`src/rtl/sha_sig_pkg.sv`:
```
package sha_sig_pkg;

  localparam logic [6:0] OPC_IMM   = 7'b0010011;
  localparam logic [2:0] FN3_SIG   = 3'b001;
  localparam logic [6:0] FN7_SIG   = 7'b0001000;
  localparam int         NUM_OPS   = 4;

  typedef enum logic [1:0] {
    OP_SUM0 = 2'd0,
    OP_SUM1 = 2'd1,
    OP_SIG0 = 2'd2,
    OP_SIG1 = 2'd3
  } sigOpE;

  typedef struct packed {
    logic  load;
    sigOpE op;
  } dpCtrlT;

  // per-op constants, indexed by the selector value
  localparam int ROT_A [NUM_OPS] = '{2, 6, 7, 17};
  localparam int ROT_B [NUM_OPS] = '{13, 11, 18, 19};
  localparam int AMT_C [NUM_OPS] = '{22, 25, 3, 10};
  localparam bit SHR_C [NUM_OPS] = '{1'b0, 1'b0, 1'b1, 1'b1};

  function automatic logic [31:0] rotr32(logic [31:0] v, int n);
    return (v >> n) | (v << (32 - n));
  endfunction

endpackage

```
`src/rtl/sigma_ctrl.sv`:
```
module sigma_ctrl
  import sha_sig_pkg::*;
(
  input  logic        clk,
  input  logic        rst,
  input  logic        inValid,
  input  logic [31:0] instr,
  input  logic        extEnable,
  output dpCtrlT      dpCtrl,
  output logic        outValid,
  output logic        outIllegal,
  output logic [4:0]  outRd
);

  logic isMatch;
  logic execNow;
  logic trapNow;
  logic unusedRs1Field;

  // the rs1 field is consumed by the register file, not here
  assign unusedRs1Field = ^instr[19:15];

  assign isMatch = (instr[6:0] == OPC_IMM) &&
                   (instr[14:12] == FN3_SIG) &&
                   (instr[31:25] == FN7_SIG) &&
                   (instr[24:22] == 3'b000);

  assign execNow = inValid && isMatch && extEnable;
  assign trapNow = inValid && isMatch && !extEnable;

  assign dpCtrl.load = execNow;
  assign dpCtrl.op   = sigOpE'(instr[21:20]);

  always_ff @(posedge clk) begin
    if (rst) begin
      outValid   <= 1'b0;
      outIllegal <= 1'b0;
    end else begin
      outValid   <= execNow;
      outIllegal <= trapNow;
    end
    if (execNow) outRd <= instr[11:7];
  end

  // the two flags are exclusive
  p_flags_exclusive_r11: assert property (@(posedge clk) disable iff (rst)
    !(outValid && outIllegal));

  // a result is only reported after an enabled valid input
  p_valid_cause_r9: assert property (@(posedge clk) disable iff (rst)
    outValid |-> $past(inValid && extEnable));

  // illegal is only reported while the extension was off
  p_illegal_cause_r7: assert property (@(posedge clk) disable iff (rst)
    outIllegal |-> $past(inValid && !extEnable));

  // foreign words leave both flags low
  p_foreign_quiet_r8: assert property (@(posedge clk) disable iff (rst)
    (inValid && !isMatch) |=> !(outValid || outIllegal));

  // reset clears the flags
  p_reset_clears_r10: assert property (@(posedge clk)
    rst |=> (!outValid && !outIllegal));

endmodule

```
`src/rtl/sigma_dp.sv`:
```
module sigma_dp
  import sha_sig_pkg::*;
#(
  parameter int XLEN = 64
) (
  input  logic            clk,
  input  logic            rst,
  input  logic [XLEN-1:0] srcVal,
  input  dpCtrlT          dpCtrl,
  output logic [XLEN-1:0] outResult
);

  localparam int EXT_BITS = XLEN - 32;

  logic [31:0]      xIn;
  logic [31:0]      cand [NUM_OPS];
  logic [31:0]      picked;
  logic [XLEN-1:0]  widened;

  assign xIn = srcVal[31:0];

  for (genvar g = 0; g < NUM_OPS; g++) begin : g_op
    logic [31:0] termC;
    if (SHR_C[g]) begin : g_shr
      assign termC = xIn >> AMT_C[g];
    end else begin : g_rot
      assign termC = rotr32(xIn, AMT_C[g]);
    end
    assign cand[g] = rotr32(xIn, ROT_A[g]) ^ rotr32(xIn, ROT_B[g]) ^ termC;
  end

  assign picked = cand[dpCtrl.op];

  if (EXT_BITS > 0) begin : g_wide
    logic unusedHigh;
    assign unusedHigh = ^srcVal[XLEN-1:32];
    assign widened = {{EXT_BITS{picked[31]}}, picked};

    // the upper word is a copy of bit 31
    p_sign_extend_r6: assert property (@(posedge clk) disable iff (rst)
      $past(dpCtrl.load) |->
        (outResult[XLEN-1:32] == {EXT_BITS{outResult[31]}}));
  end else begin : g_narrow
    assign widened = picked;
  end

  always_ff @(posedge clk) begin
    if (dpCtrl.load) outResult <= widened;
  end

  // the result register holds when nothing executes
  p_hold_result_r11: assert property (@(posedge clk) disable iff (rst)
    !dpCtrl.load |=> $stable(outResult));

  // every transform maps zero to zero
  p_zero_map_r1: assert property (@(posedge clk) disable iff (rst)
    (dpCtrl.load && xIn == 32'd0) |=> (outResult == '0));

endmodule

```
`src/rtl/sigma_unit.sv`:
```
module sigma_unit
  import sha_sig_pkg::*;
#(
  parameter int XLEN = 64
) (
  input  logic            clk,
  input  logic            rst,
  input  logic            inValid,
  input  logic [31:0]     instr,
  input  logic [XLEN-1:0] srcVal,
  input  logic            extEnable,
  output logic            outValid,
  output logic            outIllegal,
  output logic [4:0]      outRd,
  output logic [XLEN-1:0] outResult
);

  dpCtrlT dpCtrl;

  initial begin
    assert (XLEN == 32 || XLEN == 64) else $error("XLEN must be 32 or 64");
  end

  sigma_ctrl u_ctrl (
    .clk        (clk),
    .rst        (rst),
    .inValid    (inValid),
    .instr      (instr),
    .extEnable  (extEnable),
    .dpCtrl     (dpCtrl),
    .outValid   (outValid),
    .outIllegal (outIllegal),
    .outRd      (outRd)
  );

  sigma_dp #(.XLEN(XLEN)) u_dp (
    .clk       (clk),
    .rst       (rst),
    .srcVal    (srcVal),
    .dpCtrl    (dpCtrl),
    .outResult (outResult)
  );

endmodule

```
`config.mk`:
```
export PLATFORM = sky130hd
export DESIGN_NAME = sigma_unit
export DESIGN_NICKNAME = d
export VERILOG_FILES = /design/src/rtl/sha_sig_pkg.sv /design/src/rtl/sigma_ctrl.sv /design/src/rtl/sigma_dp.sv /design/src/rtl/sigma_unit.sv
export SDC_FILE = /design/constraint.sdc
export NUM_CORES = 1
export LEC_CHECK = 0
export BUFFER_PORTS_ARGS = -buffer_cell sky130_fd_sc_hd__buf_2
export CAP_MARGIN = 20
export CORE_AREA = 8 8 175 111
export DETAILED_ROUTE_END_ITERATION = 10
export DIE_AREA = 0 0 183 119
export GPL_ROUTABILITY_DRIVEN = 0
export PLACE_DENSITY = 0.52
export SETUP_SLACK_MARGIN = 0.15
export SYNTH_ARGS = -nofsm -noshare
export SYNTH_HDL_FRONTEND = slang
export SYNTH_SLANG_ARGS = --single-unit
```
`constraint.sdc`:
```
create_clock -name clk -period 10.9 [get_ports clk]
set_clock_uncertainty 0.15 [all_clocks]
set_input_delay 0.545 -clock clk [delete_from_list [all_inputs] [get_ports clk]]
set_output_delay 0.545 -clock clk [all_outputs]
set_load 0.02 [all_outputs]
```
==> impl_metrics.json <==
{
  "first_iter_violations": 267,
  "syn_area_per_cell_sq_um": 12.1,
  "vias_per_cell": 5.03,
  "synth_ff_type": "edfxtp_1",
  "drive_gt1_frac": 0.345,
  "vias": 3554,
  "drc": 0,
  "worstSetupPathType": "in -> reg",
  "netlist_area_sq_um": 4940,
  "powerDensity_nw_per_um2": 98.5,
  "cts_tree": "built",
  "core_area_sq_um": 16800,
  "wire_per_inst_microns": 23.6,
  "min_period_ns": 2.46,
  "max_stage_delay_ns": 0.69,
  "grt_pass1_wl_mm": 24.5,
  "synth_cell_type_count": 39,
  "max_freq_mhz": 407,
  "ios": 171,
  "htree_levels": 2,
  "clkTransAtPathRegs_ns": 0.07,
  "die_w_microns": 183,
  "synthCells": 409,
  "p_leak_nw": 2.58,
  "cts.sinks": 39,
  "rsz0062_at_grt": "no",
  "synth_nets": 509,
  "synth-seq-cells": 39,
  "finalHoldViolCount": 0,
  "final.setup.tns_ns": 0,
  "hold_buffers": 0,
  "cts_buffers": 5,
  "track_usage": 0.148,
  "slew_viol_final": 0,
  "gr-total-overflow": 0,
  "dp_cells": 699,
  "synth_top_area_frac": 0.231,
  "min_period_over_period": 0.225,
  "hpwl_mm": 11.8,
  "cp-start-kind": "input port",
  "min_from": "instr[8]",
  "dr.pass1.iters": 4,
  "slowest_stage": "nand2b_1",
  "cap_violations": 0,
  "synth_edf_count": 37,
  "hp-class": "in -> reg",
  "peakVddDrop_uv": 62.0,
  "cts_setup_buffers": 0,
  "whs_path_depth": 1,
  "end_kind": "flop",
  "synthArstFlopShare": 0,
  "die_h_microns": 119,
  "io_buffers": 133,
  "cp_max_fo": 36,
  "cp_top_family": "simple AND/OR/NAND/NOR gates",
  "outcome": "finished, final reports clean",
  "rows": 37,
  "slew_headroom": 0.410,
  "critical_path_arrival_ns": 2.36,
  "drt_wl_total_mm": 16.7,
  "crit_buf_inv": 1,
  "start_util": 0.295,
  "die_area_sq_um": 21800,
  "antenna_left": 0,
  "min_to": "u_ctrl.outRd[1]",
  "crit_path_cell_trace": "buf_2 > nand2b_1 > o22ai_1 > a211oi_1",
  "synth_top_area_cell": "xor3_1",
  "grt_pass1_vias": 3676,
  "synthToLayoutAreaGrowth_pct": 13.2,
  "antenna_found_initial": 0,
  "grt_start_max_net_pins": 40,
  "seq_area_frac_synth": 0.233,
  "cts_resized": 0,
  "setup_violations": 0,
  "tightest_slew_ns": 0.882,
  "clock_path_buffers": 2,
  "fin_cells": 707,
  "ys_warn_count": 0,
  "nets": 572,
  "synth.area.top_cells": "xor3_1 (23%), edfxtp_1 (23%), xnor2_1 (9.2%), mux2i_1 (6.3%), xor2_1 (6.0%)",
  "cts-root-buf": "clkbuf_16",
  "antenna_cells": 0,
  "cp.required_ns": 10.81
}
==> sequential cells by signal, summed over array words and instances (netlist names) <==
register	flops
u_ctrl.outRd	5
u_ctrl.outValid	1
u_dp.outResult	32
u_ctrl.outIllegal	1
==> routing by layer <==
layer | global-route usage | vias up | share of wire
met5 | 0 | - | 0
met4 | 0.0147 | 0 | 0.0049
met3 | 0.0443 | 10 | 0.12
met2 | 0.208 | 209 | 0.41
met1 | 0.225 | 1772 | 0.47
li1 | - | 1563 | -
==> area by class of cell <==
cell class | count | area, sq um
clock buffers | 5 | 125
inverters | 5 | 18.8
clock inverters | 3 | 43.8
well taps | 234 | 293
flip-flops and latches | 39 | 1150
repair buffers | 135 | 681
multi-input cells | 286 | 3280
fillers | 1732 | 11200
==> stage by stage <==
stage,power [mW],setup WS (ns),hold slack (ns),area [sq um],util
2_1_floorplan,0.333,5.58,0.494,4940,-
3_3_place_gp,0.373,8.21,0.575,5420,0.323
3_5_place_dp,0.376,8.17,0.575,5420,0.323
4_1_cts,0.556,8.47,0.272,5590,0.333
5_1_grt,0.573,8.26,0.271,5590,0.333
6_report,0.550,8.44,0.278,5590,0.333
==> worst max path at each step <==
stage	from	to	slack [ns]	cells after the start
5_1_grt	instr[20]	u_dp.outResult[12]	8.26	4
6_report	instr[20]	u_dp.outResult[12]	8.44	4
3_5_place_dp	instr[20]	u_dp.outResult[12]	8.17	4
2_1_floorplan	instr[30]	u_ctrl.outRd[0]	5.58	2
4_1_cts	instr[20]	u_dp.outResult[12]	8.47	4
3_3_place_gp	instr[20]	u_dp.outResult[12]	8.21	4
==> where the power goes <==
part | leakage, nW | switching [mW] | internal (mW)
sequential | 0.361 | 0.0000000301 | 0.168
clock | 0.0838 | 0.0669 | 0.108
combinational | 2.14 | 0.0970 | 0.110
==> Yosys cell counts (all sizes together) (4+ instances only) <==
cell type  instances
a221oi             4
xnor2             52
nand2              6
xnor3              9
inv                5
mux2i             31
mux2               5
clkbuf             9
nand3b             8
or3b               8
xor3              52
xor2              34
nor2               8
a211oi            19
edfxtp            37
buf               70
o22ai             22
==> placed cells by master (no fill, tap or decap), drive strengths merged, types with 9 or more instances in the layout <==
cell type / instances
mux2i: 31
xor2: 34
xnor2: 52
edfxtp: 37
o22ai: 22
a211oi: 19
xnor3: 9
xor3: 52
buf: 135
==> logic make-up (layout without fill, tap and decap cells) <==
family,after synthesis,after routing,synth area share
xor+xnor,147,147,0.447
mux,36,36,0.0743
compound gates,54,54,0.0783
flops,39,39,0.233
buf+inv,84,148,0.105
simple gates,49,49,0.0626
Power figures use the tool's default switching activity.
